## src/rtl/edb_pkg.sv

```systemverilog
package edb_pkg;
    typedef enum logic [1:0] {
        EDGE_RISE = 2'd0,
        EDGE_FALL = 2'd1,
        EDGE_BOTH = 2'd2,
        EDGE_RSVD = 2'd3
    } edge_code_e;

    localparam logic [5:0] A_SEL       = 6'd0;
    localparam logic [5:0] A_CODE      = 6'd1;
    localparam logic [5:0] A_MASK      = 6'd2;
    localparam int         CODE_BASE   = 16;
    localparam int         MASK_BASE   = 32;
endpackage

```

## src/rtl/edb_cfg.sv

```systemverilog
module edb_cfg
    import edb_pkg::*;
#(
    parameter int NUM_CH = 256
) (
    input  logic                   clk,
    input  logic                   rst_n,
    input  logic                   wr_en,
    input  logic [5:0]             wr_addr,
    input  logic [31:0]            wr_data,
    output logic [$clog2(NUM_CH)-1:0] sel,
    output logic [2*NUM_CH-1:0]    code_flat,
    output logic [NUM_CH-1:0]      mask_flat
);
    localparam int SEL_W = $clog2(NUM_CH);

    typedef struct packed {
        logic [SEL_W-1:0]    sel;
        logic [2*NUM_CH-1:0] code;
        logic [NUM_CH-1:0]   mask;
    } cfg_t;

    cfg_t cfg_d, cfg_q;

    always_comb begin
        cfg_d = cfg_q;
        if (wr_en) begin
            unique case (wr_addr)
                A_SEL: begin
                    if (wr_data < 32'(NUM_CH))
                        cfg_d.sel = wr_data[SEL_W-1:0];
                end
                A_CODE: begin
                    if (wr_data[31:2] == '0 && edge_code_e'(wr_data[1:0]) != EDGE_RSVD)
                        cfg_d.code[2*cfg_q.sel +: 2] = wr_data[1:0];
                end
                A_MASK: begin
                    if (wr_data[31:1] == '0)
                        cfg_d.mask[cfg_q.sel] = wr_data[0];
                end
                default: ;
            endcase
        end
    end

    always_ff @(posedge clk) begin
        if (!rst_n) cfg_q <= '0;
        else        cfg_q <= cfg_d;
    end

    assign sel       = cfg_q.sel;
    assign code_flat = cfg_q.code;
    assign mask_flat = cfg_q.mask;
endmodule

```

## src/rtl/edb_readback.sv

```systemverilog
module edb_readback
    import edb_pkg::*;
#(
    parameter int NUM_CH = 256
) (
    input  logic [5:0]                rd_addr,
    input  logic [$clog2(NUM_CH)-1:0] sel,
    input  logic [2*NUM_CH-1:0]       code_flat,
    input  logic [NUM_CH-1:0]         mask_flat,
    output logic [31:0]               rd_data
);
    localparam int CODE_WORDS = (2*NUM_CH + 31) / 32;
    localparam int MASK_WORDS = (NUM_CH + 31) / 32;

    logic [32*CODE_WORDS-1:0] code_pad;
    logic [32*MASK_WORDS-1:0] mask_pad;

    assign code_pad = (32*CODE_WORDS)'(code_flat);
    assign mask_pad = (32*MASK_WORDS)'(mask_flat);

    always_comb begin
        rd_data = '0;
        if (rd_addr == A_SEL)
            rd_data = 32'(sel);
        for (int k = 0; k < CODE_WORDS; k++)
            if (rd_addr == 6'(CODE_BASE + k))
                rd_data = code_pad[32*k +: 32];
        for (int k = 0; k < MASK_WORDS; k++)
            if (rd_addr == 6'(MASK_BASE + k))
                rd_data = mask_pad[32*k +: 32];
    end
endmodule

```

## src/rtl/edb_detect.sv

```systemverilog
module edb_detect
    import edb_pkg::*;
#(
    parameter int NUM_CH = 256
) (
    input  logic                clk,
    input  logic                rst_n,
    input  logic [NUM_CH-1:0]   din,
    input  logic [2*NUM_CH-1:0] code_flat,
    input  logic [NUM_CH-1:0]   mask_flat,
    output logic [NUM_CH-1:0]   ev,
    output logic                any_ev
);
    typedef struct packed {
        logic [NUM_CH-1:0] prev;
        logic              armed;
        logic [NUM_CH-1:0] ev;
        logic              any;
    } det_t;

    det_t det_d, det_q;
    logic [NUM_CH-1:0] hit;

    generate
        for (genvar i = 0; i < NUM_CH; i++) begin : g_lane
            logic up, down;
            assign up   =  din[i] & ~det_q.prev[i];
            assign down = ~din[i] &  det_q.prev[i];
            always_comb begin
                unique case (edge_code_e'(code_flat[2*i +: 2]))
                    EDGE_RISE: hit[i] = up;
                    EDGE_FALL: hit[i] = down;
                    EDGE_BOTH: hit[i] = up | down;
                    default:   hit[i] = 1'b0;
                endcase
            end
        end
    endgenerate

    always_comb begin
        det_d       = det_q;
        det_d.prev  = din;
        det_d.armed = 1'b1;
        det_d.ev    = det_q.armed ? (hit & ~mask_flat) : '0;
        det_d.any   = |det_d.ev;
    end

    always_ff @(posedge clk) begin
        if (!rst_n) det_q <= '0;
        else        det_q <= det_d;
    end

    assign ev     = det_q.ev;
    assign any_ev = det_q.any;
endmodule

```

## src/rtl/edb_bank.sv

```systemverilog
module edb_bank
    import edb_pkg::*;
#(
    parameter int NUM_CH = 256
) (
    input  logic              clk,
    input  logic              rst_n,
    input  logic              wr_en,
    input  logic [5:0]        wr_addr,
    input  logic [31:0]       wr_data,
    input  logic [5:0]        rd_addr,
    output logic [31:0]       rd_data,
    input  logic [NUM_CH-1:0] din,
    output logic [NUM_CH-1:0] ev,
    output logic              any_ev
);
    localparam int SEL_W = $clog2(NUM_CH);

    logic [SEL_W-1:0]    sel;
    logic [2*NUM_CH-1:0] code_flat;
    logic [NUM_CH-1:0]   mask_flat;

    edb_cfg #(.NUM_CH(NUM_CH)) u_cfg (
        .clk(clk), .rst_n(rst_n), .wr_en(wr_en), .wr_addr(wr_addr),
        .wr_data(wr_data), .sel(sel), .code_flat(code_flat), .mask_flat(mask_flat)
    );

    edb_readback #(.NUM_CH(NUM_CH)) u_rb (
        .rd_addr(rd_addr), .sel(sel), .code_flat(code_flat),
        .mask_flat(mask_flat), .rd_data(rd_data)
    );

    edb_detect #(.NUM_CH(NUM_CH)) u_det (
        .clk(clk), .rst_n(rst_n), .din(din), .code_flat(code_flat),
        .mask_flat(mask_flat), .ev(ev), .any_ev(any_ev)
    );
endmodule

```

## config.mk

```make
export PLATFORM = sky130hd
export DESIGN_NAME = edb_bank
export DESIGN_NICKNAME = d
export VERILOG_FILES = /design/src/rtl/edb_pkg.sv /design/src/rtl/edb_cfg.sv /design/src/rtl/edb_readback.sv /design/src/rtl/edb_detect.sv /design/src/rtl/edb_bank.sv
export SDC_FILE = /design/constraint.sdc
export NUM_CORES = 2
export LEC_CHECK = 0
export ABC_CLOCK_PERIOD_IN_PS = 2700
export BUFFER_PORTS_ARGS = -buffer_cell sky130_fd_sc_hd__buf_2
export CORE_MARGIN = 4
export CORE_UTILIZATION = 42
export CTS_CLUSTER_DIAMETER = 40
export DETAILED_ROUTE_END_ITERATION = 6
export PLACE_DENSITY_LB_ADDON = 0.1
export SYNTH_ARGS = -nofsm -noshare
export SYNTH_HDL_FRONTEND = slang
export SYNTH_SLANG_ARGS = --single-unit
```

## constraint.sdc

```tcl
create_clock -name clk -period 2.7 [get_ports clk]
set_input_delay 0.135 -clock clk [delete_from_list [all_inputs] [get_ports clk]]
set_output_delay 0.135 -clock clk [all_outputs]
set_load 0.01 [all_outputs]
```

* Word-level counts from Yosys, hierarchy flattened *
Index checks and enable logic that the tools add are counted.

word-level totals
  bits in registers = 1290
  input bits = 303
  output and inout port bits = 289
  logic and storage cells = 2387

cells by class
  add/sub/neg operators = 1
  magnitude comparators = 3
  eq/ne operators = 539
  shift-type cells = 2
  mux-type cells = 287
  bitwise operators = 1282
  reduce and logical (&&, ||, !) cells = 266

operators by type and width
  operator                                                                        count
  32-bit two-way mux                                                              24
  1-bit case mux with 3 select lines                                              256
  1-bit bitwise AND                                                               512
  512-bit bitwise mux                                                             1
  2-bit by 1-bit equality test with 1-bit output (second input constant)          256
  2-bit equality test (second input constant)                                     256
  2-bit logical NOT                                                               256
  1-bit NOT                                                                       512
  2-bit by 34-bit variable shift with 512-bit output (first input constant)       1
  2-bit by 34-bit variable part select with 512-bit output                        1
  258-bit two-way mux                                                             1
  256-bit bitwise AND                                                             1
  256-bit bitwise mux                                                             1
  256-bit two-way mux                                                             1
  256-bit NOT                                                                     1
  1-bit bitwise OR                                                                256
  256-bit OR reduction                                                            1
  6-bit by 5-bit equality test with 1-bit output (second input constant)          16
  6-bit equality test (second input constant)                                     8
  9-bit negation with 34-bit output                                               1
  32-bit by 9-bit less-than comparator with 1-bit output (second input constant)  1
  31-bit logical NOT                                                              1
  30-bit logical NOT                                                              1
  6-bit logical NOT                                                               2
  10 further kinds                                                                13

* Depth between registers and ports, before layout *
  depth after elaboration = 26
  gate-level depth with buffers = 13
  gate-level depth less buffers = 10

* By module *
Synthesis repeated with hierarchy kept, for this count alone.

second synthesis, totals
  cells, all modules = 8838
  area, all modules = 71786.3 µm²

modules (own cells, without submodules)
  module        times used  cells an instance  area each (µm²)  seq. area each (µm²)
  edb_detect    1           4010               32313.5          10289.9
  edb_cfg       1           3725               32044.5          15534.9
  edb_readback  1           1103               7428.4           0.0

* Worst setup path after synthesis *
OpenSTA, ideal clock, no wires.

  path type = register to register
  start = register u_cfg.cfg_q, in the netlist u_cfg.sel[0]
  end = register u_cfg.cfg_q, in the netlist u_cfg.code_flat[406]
  library setup time = 0.076 ns
  data arrival time = 2.744 ns
  required time = 2.624 ns
  path slack = -0.119 ns
  cell stages (with the launch flop) = 12
  buffers on the path = 3
  clock period less this slack = 2.819 ns
  path through = dfxtp_1 clkbuf_1 inv_1 ha_1 nor3b_4 xnor2_1 buf_1 nand2_1 clkbuf_1 nor3_1 nand2_1 a21boi_0

between the ends
  word-level cells in the longest chain between the ends = 3
  elaborated cells between the ends (all ways) = 4
  classes of those cells = 1 x add/sub; 2 x shift; 1 x mux

RTL lines
  what                                                                                                                                   line           text
  start: declaration                                                                                                                     edb_cfg.sv:23  cfg_t cfg_d, cfg_q;
  start signal: assignment                                                                                                               edb_cfg.sv:48  else cfg_q <= cfg_d;
  9-bit negation with 34-bit output (*)                                                                                                  edb_cfg.sv:35  cfg_d.code[2*cfg_q.sel +: 2] = wr_data[1:0];
  2-bit by 34-bit variable part select with 512-bit output / 2-bit by 34-bit variable shift with 512-bit output (equally long branches)  edb_cfg.sv:35
  512-bit bitwise mux (*)                                                                                                                edb_cfg.sv:35

Mark *: on every way between the ends. The rest lies on a longest branch, timed or not.
A chain may end at the register's enable or synchronous reset.

* Final worst setup path *
  start = register u_cfg.cfg_q, in the netlist u_cfg.code_flat[71]
  end = output rd_data[7]

between the ends
  word-level cells in the longest chain between the ends = 22

RTL lines
  what                               line                text
  32-bit two-way mux (14 in series)  edb_readback.sv:26  if (rd_addr == 6'(CODE_BASE + k))
  32-bit two-way mux (8 in series)   edb_readback.sv:29  if (rd_addr == 6'(MASK_BASE + k))
  end: declaration                   edb_bank.sv:12      output logic [31:0] rd_data,

No other way between the ends.

==> results.txt <==
The die height came out at 420 um. The worst hold-check slack is 0.0167 ns. For the final database, setup skew stands at 0.0353 ns.

Setup repair after global routing could not meet its margin everywhere. Timing analysis after detailed placement gives a worst setup slack of -0.771 ns. TritonCTS built the clock tree.

The share of synthesized area occupied by flip-flops and latches is 36.2%. The worst hold path passes through 3 cells. The via count of the routed design came out at 82,083. The number of antenna-violating nets in the routed design is 0. The fraction of layout cells with a size suffix above 1 came out at a little under a third.

The worst setup path is captured at a primary output. The first global-routing pass estimated just over 600 mm of wire. The synthesized netlist cell count is 8,949. Once routing completed, OpenROAD measured the worst setup slack at -0.849 ns. The setup TNS came out at -50.65 ns. The required time at the endpoint of the critical path is roughly 2.6 ns.

The congestion estimate from routability-driven global placement came to between 1 and 1.5. After layout, the minimum clock period comes to about 3.5 ns. The slew at the pin closest to its max-slew limit came out at 1.24 ns.

The area enclosed by the die boundary came out at ~180,000 um^2. In this run the worst path has a maximum fanout of 2. The post-DP HPWL is 368 mm.

During I/O placement, the number of pins put on the boundary was 592. Clock-pin slew was measured on the worst setup and hold paths at 0.05 ns. The count of cell types in the netlist came out at 76. The synthesized design contains around 1,300 register bits. The critical path in this run is classified as register to primary output. The final number of hold-violating endpoints came out at 0. The via count of the first global-routing pass is 75,191.

The total leakage power came out at 43.2 nW. Entering global routing, the biggest net connects 238 pins. The number of max-slew violations in the final report is 0. The power density over the cells came out at 537 nW/um^2. The total of max-cap violations came out at 0.

The checks that failed: design-rule violations, negative setup slack. The number of rows created at floorplan is approximately 150. The number of synthesized flops with an enable pin came out at 0.

The TritonCTS buffer count is about 230. Global routing consumed, over all layers together, 51.8% of the routing resources. The count of endpoints failing setup in the final report came out at 441. The most frequently used flop master after synthesis is sky130_fd_sc_hd__dfxtp_1.

The worst-case headroom to the max-slew limit is between 10% and 20%. Across the VDD grid, the largest voltage drop is just over 700 uV. The core box area is 169,000 um^2.

The average routed wire per standard cell came out at around 37 um. The number of buffers on the longest clock path came out at 3. After the first detailed-routing iteration, the DRC count stood at 12,384. The final core area utilization is ~62%.

STA classifies the critical path startpoint as a register. After detailed routing, the number of remaining DRC violations is 6. The die boundary width came out at 420 um. The period utilization came out at 131%. The run finished, with violations left.

The average vias per placed instance came out at 6.13. The total wirelength of the detailed-routed design is 490 mm. The number of nets in the synthesized netlist came out at 9,769. The total overflow left after global routing is 0.

The fill cell total of the finished layout came out at 14,507. The port buffer count came out at 591. Averaged over all synthesized cells, the footprint is roughly 8.0 um^2. The path type of the worst min-delay path is primary input to register.

Counting cells, the worst reg-to-reg path comes to 13. The area growth from synthesis to layout is 46.2%. The maximum level of the CTS H-tree came out at 4. The library cell used as clock root buffer is sky130_fd_sc_hd__clkbuf_16. The data arrival time of the worst path came out at 3.41 ns. The netlist area before placement is 71,400 um^2.

The count of yosys warnings during synthesis is 0. The number of clock sinks is 1,290. The clock reaches the later pin of the worst-skew pair after 0.91 ns.

The highest clock frequency the design can meet is 0.282 GHz. The fraction of registers with async set or reset after synthesis came out at 0%. The design draws 56.1 mW. The starting density of the core came out at 42.2%.

The number of antenna violations at the first check in global routing came out at 64. The first-pass detailed-route iteration total came out at 7. At the end of the flow, the number of nets in the layout was 11,742.
-- per-layer routing --
metal	GRT usage, %	vias to the layer above	part of all wire, %
met3	16.4	2151	13
met2	74.7	6493	40
met5	0	-	0.026
met4	55.6	20	14
li1	-	34224	-
met1	57.9	39195	34
-- sequential cells by signal (all words and copies together) (netlist names) --
signal / count
u_cfg.mask_flat: 256
u_det.any_ev: 1
u_det.det_q: 257
u_det.ev: 256
u_cfg.code_flat: 512
u_cfg.sel: 8
-- power breakdown --
part / total (mW) / leakage (nW) / internal (mW) / switching, mW
clock: 30.8 / 3.93 / 19.3 / 11.5
sequential: 19.5 / 10.6 / 19.3 / 0.159
combinational: 5.77 / 28.7 / 2.30 / 3.48
total: 56.1 / 43.2 / 40.9 / 15.2
-- critical path: stages, from the launching register on --
cell	delay, ns
sky130_fd_sc_hd__dfxtp_4	0.34
sky130_fd_sc_hd__mux4_2	0.57
sky130_fd_sc_hd__a222oi_1	0.54
sky130_fd_sc_hd__o221ai_1	0.22
sky130_fd_sc_hd__a21oi_1	0.19
sky130_fd_sc_hd__o31ai_1	0.08
sky130_fd_sc_hd__o2111ai_1	0.13
sky130_fd_sc_hd__nand2_2	0.23
sky130_fd_sc_hd__buf_6	0.19
-- cells in the mapped netlist (all sizes together), types with 12 or more instances --
library cell  number  share of area, %
a21oi            393               2.8
o221ai            24              0.29
ha               517               9.1
dfxtp           1290                36
nand4             78              0.68
o21ai           1182               8.3
clkbuf           466               2.5
mux2              35              0.55
buf              333               3.2
nor3              46              0.36
nor2             799               4.3
a221oi            31              0.38
a31oi             16              0.14
nand3            292               2.0
nand2            687               3.6
nor4              34              0.35
a222oi            12              0.17
and2             266               2.3
a211oi            12              0.13
a21boi           760               8.0
o22ai             62              0.54
mux2i            335               4.7
a22oi             30              0.32
or3               14              0.12
nor2b             32              0.28
mux4              26              0.82
nand2b           274               2.4
inv              778               4.1
o211ai            15              0.16
-- through the flow --
step	instance area (um^2)	cells
detailed placement	85600	12403
finish	104000	13380
CTS	101000	13272
floorplan	71400	8949
global route	104000	13345
global placement	85600	12403
-- kinds of logic (layout without fill, tap and decap cells) --
kind of cell	after synthesis	count (layout)	share of synthesized area (%)
buffers and inverters	1578	3748	9.77
muxes	396	396	6.07
adders and majority gates	517	517	9.06
xor gates and xnor gates	8	8	0.119
DFF	1290	1290	36.2
other	0	40	0
and+or+nand+nor	2559	2562	16.9
AOI/OAI and AO/OA	2601	2601	21.9
-- cell type report --
class                      instances  area [um^2]  share of cell area, %
sequential                      1290        26200                   25.1
multi-input combinational       6084        42400                   40.6
inverter                         779         2920                   2.80
clock inverter                   142         1870                   1.80
antenna                           40          100                 0.0959
timing repair buffer            2539        21900                   21.0
tap                             2218         2780                   2.66
clock buffer                     288         6270                   6.01
-- final timing paths --
kind | slack [ns] | end | start
worst max-delay path | -0.85 | rd_data[7] | u_cfg.code_flat[71]
worst min-delay path | 0.02 | u_det.det_q[272] | din[14]
worst max register to register | -0.26 | u_cfg.code_flat[268] | u_cfg.sel[0]
worst min register to register | 0.48 | u_cfg.code_flat[327] | u_cfg.code_flat[327]
-- cells in the final DEF (no fill, tap or decap), types with 258 or more instances in the layout --
master	count
sky130_fd_sc_hd__dlygate4sd3_1	336
sky130_fd_sc_hd__buf_2	570
sky130_fd_sc_hd__dfxtp_1	1121
sky130_fd_sc_hd__a21oi_1	352
sky130_fd_sc_hd__o21ai_0	816
sky130_fd_sc_hd__nand2_1	626
sky130_fd_sc_hd__and2_1	266
sky130_fd_sc_hd__inv_1	776
sky130_fd_sc_hd__clkbuf_16	258
sky130_fd_sc_hd__nand2b_1	271
sky130_fd_sc_hd__a21boi_1	352
sky130_fd_sc_hd__a21boi_0	375
sky130_fd_sc_hd__nor2_1	592
sky130_fd_sc_hd__nand3_1	281
sky130_fd_sc_hd__mux2i_1	325
sky130_fd_sc_hd__ha_1	515
sky130_fd_sc_hd__buf_4	1321
-- what timing repair did --
item | CTS | global route
endpoints found under the hold margin | 669 | 0
setup endpoints to repair | 459 | 543
gates cloned | 23 | 43
hold buffers | 336 | 0
resized for setup | 1026 | 858
pin swaps | 228 | 289
buffers inserted | 107 | 44
Power figures use the tool's default switching activity.
